==> config.mk <==
export PLATFORM = sky130hd
export DESIGN_NAME = exc_unit
export DESIGN_NICKNAME = d
export VERILOG_FILES = /design/src/rtl/exc_pkg.sv /design/src/rtl/exc_align.sv /design/src/rtl/exc_detect.sv /design/src/rtl/exc_prio.sv /design/src/rtl/exc_unit.sv
export SDC_FILE = /design/constraint.sdc
export NUM_CORES = 1
export LEC_CHECK = 0
export BUFFER_PORTS_ARGS = -buffer_cell sky130_fd_sc_hd__buf_4
export CAP_MARGIN = 20
export CELL_PAD_IN_SITES_DETAIL_PLACEMENT = 1
export CELL_PAD_IN_SITES_GLOBAL_PLACEMENT = 1
export CORE_UTILIZATION = 27
export DETAILED_ROUTE_END_ITERATION = 6
export HOLD_SLACK_MARGIN = 0.1
export PLACE_DENSITY = 0.84
export SYNTH_ARGS = -nofsm -noshare
export SYNTH_HDL_FRONTEND = slang
export SYNTH_SLANG_ARGS = --single-unit
==> constraint.sdc <==
create_clock -name clk_i -period 1.9 [get_ports clk_i]
set_input_delay 0.475 -clock clk_i [delete_from_list [all_inputs] [get_ports clk_i]]
set_output_delay 0.475 -clock clk_i [all_outputs]
set_load 0.005 [all_outputs]
==> src/rtl/exc_pkg.sv <==
package exc_pkg;
  localparam int NSRC = 10;

  localparam logic [7:0] VEC_DIV    = 8'd0;
  localparam logic [7:0] VEC_NMI    = 8'd2;
  localparam logic [7:0] VEC_OVF    = 8'd4;
  localparam logic [7:0] VEC_BOUND  = 8'd5;
  localparam logic [7:0] VEC_BADOP  = 8'd6;
  localparam logic [7:0] VEC_NOFPU  = 8'd7;
  localparam logic [7:0] VEC_DBL    = 8'd8;
  localparam logic [7:0] VEC_ABSENT = 8'd11;
  localparam logic [7:0] VEC_STACK  = 8'd12;
  localparam logic [7:0] VEC_PROT   = 8'd13;
  localparam logic [7:0] VEC_PAGE   = 8'd14;
  localparam logic [7:0] VEC_ALIGN  = 8'd17;

  // source index order equals ascending vector order
  typedef enum logic [3:0] {
    S_DIV, S_OVF, S_BOUND, S_BADOP, S_NOFPU,
    S_ABSENT, S_STACK, S_PROT, S_PAGE, S_ALIGN
  } src_e;

  typedef enum logic [1:0] {SZ_1 = 2'd0, SZ_2 = 2'd1, SZ_4 = 2'd2, SZ_8 = 2'd3} opsz_e;

  typedef enum logic [2:0] {
    ST_IDLE, ST_REQ, ST_RUN, ST_DREQ, ST_DRUN, ST_SHUT
  } dst_e;

  function automatic logic [7:0] src_vec(input int i);
    case (i)
      S_DIV:    return VEC_DIV;
      S_OVF:    return VEC_OVF;
      S_BOUND:  return VEC_BOUND;
      S_BADOP:  return VEC_BADOP;
      S_NOFPU:  return VEC_NOFPU;
      S_ABSENT: return VEC_ABSENT;
      S_STACK:  return VEC_STACK;
      S_PROT:   return VEC_PROT;
      S_PAGE:   return VEC_PAGE;
      default:  return VEC_ALIGN;
    endcase
  endfunction

  function automatic logic src_has_err(input int i);
    return (i == S_ABSENT) || (i == S_STACK) || (i == S_PROT) ||
           (i == S_PAGE) || (i == S_ALIGN);
  endfunction

  function automatic logic src_ext_err(input int i);
    return (i == S_ABSENT) || (i == S_PROT) || (i == S_PAGE);
  endfunction
endpackage

==> src/rtl/exc_align.sv <==
module exc_align #(
  parameter int AW = 32
) (
  input  logic          ac_en_i,
  input  logic          pe_i,
  input  logic [1:0]    cpl_i,
  input  logic          mem_i,
  input  logic [1:0]    size_i,
  input  logic [AW-1:0] addr_i,
  output logic          hit_o
);
  import exc_pkg::*;

  logic [2:0]    low_mask;
  logic [AW-1:0] mask;
  logic          armed;

  always_comb begin
    case (opsz_e'(size_i))
      SZ_2:    low_mask = 3'b001;
      SZ_4:    low_mask = 3'b011;
      SZ_8:    low_mask = 3'b111;
      default: low_mask = 3'b000;
    endcase
  end

  assign mask  = AW'(low_mask);
  assign armed = ac_en_i && pe_i && (cpl_i == 2'd3) && mem_i;
  assign hit_o = armed && (|(addr_i & mask));
endmodule

==> src/rtl/exc_detect.sv <==
module exc_detect #(
  parameter int DW = 32
) (
  input  logic                     vld_i,
  input  logic                     div_zero_i,
  input  logic                     div_ovf_i,
  input  logic                     into_i,
  input  logic                     of_flag_i,
  input  logic                     bound_i,
  input  logic [DW-1:0]            bound_idx_i,
  input  logic [DW-1:0]            bound_lo_i,
  input  logic [DW-1:0]            bound_hi_i,
  input  logic                     fp_op_i,
  input  logic                     fp_emul_i,
  input  logic                     fpu_present_i,
  input  logic                     stk_lim_i,
  input  logic                     bad_op_i,
  input  logic                     seg_absent_i,
  input  logic                     prot_i,
  input  logic                     page_i,
  input  logic                     align_hit_i,
  output logic [exc_pkg::NSRC-1:0] src_o
);
  import exc_pkg::*;

  logic out_lo, out_hi;
  logic [NSRC-1:0] raw;

  assign out_lo = $signed(bound_idx_i) < $signed(bound_lo_i);
  assign out_hi = $signed(bound_idx_i) > $signed(bound_hi_i);

  always_comb begin
    raw           = '0;
    raw[S_DIV]    = div_zero_i || div_ovf_i;
    raw[S_OVF]    = into_i && of_flag_i;
    raw[S_BOUND]  = bound_i && (out_lo || out_hi);
    raw[S_BADOP]  = bad_op_i;
    raw[S_NOFPU]  = fp_op_i && fp_emul_i && !fpu_present_i;
    raw[S_ABSENT] = seg_absent_i;
    raw[S_STACK]  = stk_lim_i;
    raw[S_PROT]   = prot_i;
    raw[S_PAGE]   = page_i;
    raw[S_ALIGN]  = align_hit_i;
  end

  assign src_o = vld_i ? raw : '0;
endmodule

==> src/rtl/exc_prio.sv <==
module exc_prio #(
  parameter int N = 10,
  localparam int IW = (N > 1) ? $clog2(N) : 1
) (
  input  logic [N-1:0]  req_i,
  output logic [N-1:0]  gnt_o,
  output logic [IW-1:0] idx_o,
  output logic          any_o
);
  logic [N:0] seen;
  assign seen[0] = 1'b0;

  for (genvar g = 0; g < N; g++) begin : g_chain
    assign gnt_o[g]    = req_i[g] && !seen[g];
    assign seen[g + 1] = seen[g] || req_i[g];
  end

  assign any_o = seen[N];

  always_comb begin
    idx_o = '0;
    for (int i = 0; i < N; i++)
      if (gnt_o[i]) idx_o = idx_o | IW'(i);
  end
endmodule

==> src/rtl/exc_unit.sv <==
module exc_unit #(
  parameter int DW    = 32,
  parameter int AW    = 32,
  parameter int ERR_W = 16
) (
  input  logic             clk_i,
  input  logic             rst_ni,
  input  logic             instr_vld_i,
  input  logic             div_zero_i,
  input  logic             div_ovf_i,
  input  logic             into_i,
  input  logic             of_flag_i,
  input  logic             bound_i,
  input  logic [DW-1:0]    bound_idx_i,
  input  logic [DW-1:0]    bound_lo_i,
  input  logic [DW-1:0]    bound_hi_i,
  input  logic             fp_op_i,
  input  logic             fp_emul_i,
  input  logic             fpu_present_i,
  input  logic             stk_lim_i,
  input  logic             bad_op_i,
  input  logic             seg_absent_i,
  input  logic             prot_i,
  input  logic             page_i,
  input  logic [ERR_W-1:0] flt_err_i,
  input  logic [1:0]       cpl_i,
  input  logic             pe_i,
  input  logic             ac_wr_i,
  input  logic             ac_val_i,
  input  logic             mem_i,
  input  logic [1:0]       size_i,
  input  logic [AW-1:0]    addr_i,
  input  logic             ack_i,
  input  logic             done_i,
  output logic             exc_valid_o,
  output logic [7:0]       exc_vec_o,
  output logic [ERR_W-1:0] exc_err_o,
  output logic             exc_has_err_o,
  output logic             shutdown_o
);
  import exc_pkg::*;

  localparam int IW = $clog2(NSRC);

  logic            ac_en_q;
  logic            align_hit;
  logic [NSRC-1:0] src;
  logic [NSRC-1:0] gnt;
  logic [IW-1:0]   gnt_idx;
  logic            fault;
  logic [7:0]      sel_vec;
  logic [ERR_W-1:0] sel_err;
  logic            sel_has;
  dst_e            st_q, st_d;
  logic [7:0]      vec_q;
  logic [ERR_W-1:0] err_q;
  logic            has_q;

  always_ff @(posedge clk_i or negedge rst_ni) begin
    if (!rst_ni)      ac_en_q <= 1'b0;
    else if (ac_wr_i) ac_en_q <= ac_val_i;
  end

  exc_align #(.AW(AW)) u_align (
    .ac_en_i (ac_en_q),
    .pe_i    (pe_i),
    .cpl_i   (cpl_i),
    .mem_i   (mem_i),
    .size_i  (size_i),
    .addr_i  (addr_i),
    .hit_o   (align_hit)
  );

  exc_detect #(.DW(DW)) u_detect (
    .vld_i         (instr_vld_i),
    .div_zero_i    (div_zero_i),
    .div_ovf_i     (div_ovf_i),
    .into_i        (into_i),
    .of_flag_i     (of_flag_i),
    .bound_i       (bound_i),
    .bound_idx_i   (bound_idx_i),
    .bound_lo_i    (bound_lo_i),
    .bound_hi_i    (bound_hi_i),
    .fp_op_i       (fp_op_i),
    .fp_emul_i     (fp_emul_i),
    .fpu_present_i (fpu_present_i),
    .stk_lim_i     (stk_lim_i),
    .bad_op_i      (bad_op_i),
    .seg_absent_i  (seg_absent_i),
    .prot_i        (prot_i),
    .page_i        (page_i),
    .align_hit_i   (align_hit),
    .src_o         (src)
  );

  exc_prio #(.N(NSRC)) u_prio (
    .req_i (src),
    .gnt_o (gnt),
    .idx_o (gnt_idx),
    .any_o (fault)
  );

  always_comb begin
    sel_vec = src_vec(int'(gnt_idx));
    sel_has = src_has_err(int'(gnt_idx));
    sel_err = src_ext_err(int'(gnt_idx)) ? flt_err_i : '0;
  end

  // delivery tracking
  always_comb begin
    st_d = st_q;
    case (st_q)
      ST_IDLE: if (fault) st_d = ST_REQ;
      ST_REQ:  if (ack_i) st_d = ST_RUN;
      ST_RUN:  if (fault) st_d = ST_DREQ;
               else if (done_i) st_d = ST_IDLE;
      ST_DREQ: if (ack_i) st_d = ST_DRUN;
      ST_DRUN: if (fault) st_d = ST_SHUT;
               else if (done_i) st_d = ST_IDLE;
      default: st_d = ST_SHUT;
    endcase
  end

  always_ff @(posedge clk_i or negedge rst_ni) begin
    if (!rst_ni) begin
      st_q  <= ST_IDLE;
      vec_q <= '0;
      err_q <= '0;
      has_q <= 1'b0;
    end else begin
      st_q <= st_d;
      if (st_q == ST_IDLE && fault) begin
        vec_q <= sel_vec;
        err_q <= sel_err;
        has_q <= sel_has;
      end else if (st_q == ST_RUN && fault) begin
        vec_q <= VEC_DBL;
        err_q <= '0;
        has_q <= 1'b1;
      end
    end
  end

  assign exc_valid_o   = (st_q == ST_REQ) || (st_q == ST_DREQ);
  assign exc_vec_o     = vec_q;
  assign exc_err_o     = err_q;
  assign exc_has_err_o = has_q;
  assign shutdown_o    = (st_q == ST_SHUT);
endmodule

==> reports/qor.txt <==
Outcome: complete, but fails checks
Failing checks: setup timing
Post-synth top area share: 25.8%
CP delay by family, top: compound AO/OA/AOI/OAI gates
Critical path's slowest cell: o31a_1
Hold WS: 0.110 ns
Post-synthesis adder-cell area fraction: 25.8%
Synth async-reset ratio: 100%
Skew final: 0.00211 ns
Row count: 38
Critical Path Source Type: input port
Static leakage: 0.00286 µW
# clock sinks: 26
R2R Setup Slk: -0.16 ns
RSZ-0062 raised after global routing: true
Post-synthesis mux area share: 1.11%
N_diodes: 0
Vias per Instance: 5.04
Top post-synthesis cells by area: ha_1, dfrtp_1, inv_1, a22o_1, a21oi_1
Die height: 108 µm
Area grow syn2layout: 81.4%
Vias: 3686
Util after Layout: 50.7%
Post-synthesis compound-gate area fraction: 24.9%
Gate Count Post-Synth: 366
R2r startpoint: ac_en_q
Die area: 0.0117 mm²
Register area share after synthesis: 21.3%
Final Critical Period: 2.73 ns
GRT busiest layer: met2
Avg Cell Area, Syn: 8.34 µm²
CP Cell Sequence: buf_4, ha_1, a21o_1, a21o_1, a21oi_2, o311ai_2, o31a_1, a211o_4, o21ai_4, mux2_4
Root Buffer Master: clkbuf_16
Post-synth EDFFs: 0
Grt ovf: 0
Max clock buf depth: 2
Final Wtd Congestion: 0.841
DRC viols: 0
Final Hold Viols: 0
First-pass GRT wire length: 18.9 mm
Most used DFF post-synth: dfrtp_1
PnR worst setup slack: -0.831 ns
Yosys warns: 0
Peak Freq: 366 MHz
Pwr dens: 496 mW/mm²
Max-Cap Viols: 0
1st-iter DRT viols: 81
WL per Instance: 17.2 µm
GR Util met2: 42.2%
Mapped Area: 0.00305 mm²
Starting Density: 27.9%
CP Data Arrival Time: 2.88 ns
CTS H-Tree Depth: 1
WP data required: 2.05 ns
Final Cycle Share: 144%
Post-DRT Antenna Nets: 0
Post-Place Cells: 727
Synth top cells by count: inv_1, ha_1, dfrtp_1
Simple-Gate Fraction of Synth Area: 16.0%
Worst vdd ir: 0.425 mV
IO Count: 197
Drt first pass iters: 5
Met3 usage: 2.59%
# port buffers: 164
HP Class: in2async
Post-synthesis cell type count: 59
Fill cells: 1303
CTS tree: built
Top-count cell post-synth: inv_1
Clk_lat worst skew: 0.26 ns
Critical R2R Capture: exc_vec_o[3]
Routed WL: 12.6 mm
Setup crit end kind: register
Post-synthesis xor/xnor area fraction: 0.287%
WS Path Type: in2reg
Total CTS buffers: 3
Vias in the first global route: 4140
Slew Viols, Final: 0
Tot GR Track Use: 20.4%
Cell with the most instances on the worst path: a21o_1
NumNets Final: 826
Non-Filler Instances: 731
Die X: 108 µm
GR Util met1: 21.1%
Worst Path Max Fanout: 4
Yosys reg bits: 26
Buf/Inv on CP: 1
Largest net degree at the start of global routing: 27
Slowest stage delay, CP: 0.34 ns
Initial antenna violation count: 0
Core ar.: 0.0109 mm²
Largest family of logic cells by synthesized area: adder cells
Endpoints failing setup: 25
DP HPWL: 10.1 mm
Layout cells sized above 1: 51.3%
Clock Pin Slew Worst Setup and Hold Paths: 0.06 ns
FF-to-FF path depth: 8
Synth area leader: ha_1
-- placed cells by master, fill, tap and decap left out, types with 13 or more instances in the layout --
cell     netlist  final
ha_1          63     41
a22o_1        16     16
buf_6          2     13
a21o_1        13     13
dfrtp_1       26     26
ha_4           0     22
nand2_1       21     21
buf_4          4    214
inv_1         66     53
a21oi_1       25     20
-- per-layer routing --
layer	vias up	share of wire (%)
met5	-	0
met2	112	56
li1	1779	-
met3	23	4.4
met4	0	2.0
met1	1772	37
-- logic make-up (layout without fill, tap and decap cells) --
group | after synthesis | after routing
DFF | 26 | 26
muxes | 3 | 3
AOI/OAI and AO/OA | 108 | 108
adders and majority gates | 63 | 63
xor gates and xnor gates | 1 | 1
buffers and inverters | 77 | 300
other | 1 | 3
and+or+nand+nor | 87 | 87
-- power by group --
part           internal, µW  switching (µW)
Combinational           839             696
Clock                   279             188
Sequential              656            87.3
Total                  1780             971
-- worst max-delay path by stage --
stage                    startpoint            end  slack [ns]  cells after the start
floorplan            bound_lo_i[28]   exc_vec_o[3]       -0.88                     11
global placement    bound_idx_i[22]   exc_err_o[0]       -1.12                     11
detailed placement  bound_idx_i[22]  exc_err_o[11]       -1.25                     11
CTS                 bound_idx_i[22]   exc_vec_o[0]       -0.77                     11
global route         bound_hi_i[15]   exc_vec_o[2]       -0.89                     12
finish              bound_idx_i[13]   exc_vec_o[3]       -0.83                     10
-- registers in the layout, indices dropped and copies added, names as in the netlist --
name and cells:
ac_en_q 1, exc_err_o 16, exc_has_err_o 1, exc_vec_o 5
st_q 3
-- metrics by stage --
stage          area [µm²]  worst slack (ns)  power [µW]  TNS, ns
2_1_floorplan        3200            -0.883        1340   -17.81
3_3_place_gp         5040             -1.12        2010   -27.14
3_5_place_dp         5040             -1.25        2100   -29.57
4_1_cts              5390            -0.766        2670   -18.31
5_1_grt              5540            -0.887        2920   -21.10
6_report             5540            -0.831        2750   -19.49
-- cell type report --
cell class | count | area [µm²] | area share (%)
timing repair buffer | 231 | 1820 | 32.8
tap | 140 | 175 | 3.16
sequential | 26 | 651 | 11.7
multi-input combinational | 265 | 2570 | 46.3
clock buffer | 3 | 75.1 | 1.35
inverter | 66 | 255 | 4.61
-- timing repair --
item / in CTS / in global routing
hold buffers: 0 / 0
resized for setup: 46 / 27
buffers inserted: 1 / 1
endpoints found under the setup margin: 25 / 25
pin swaps: 7 / 10
Note: power is estimated with default switching activity, not from simulation.
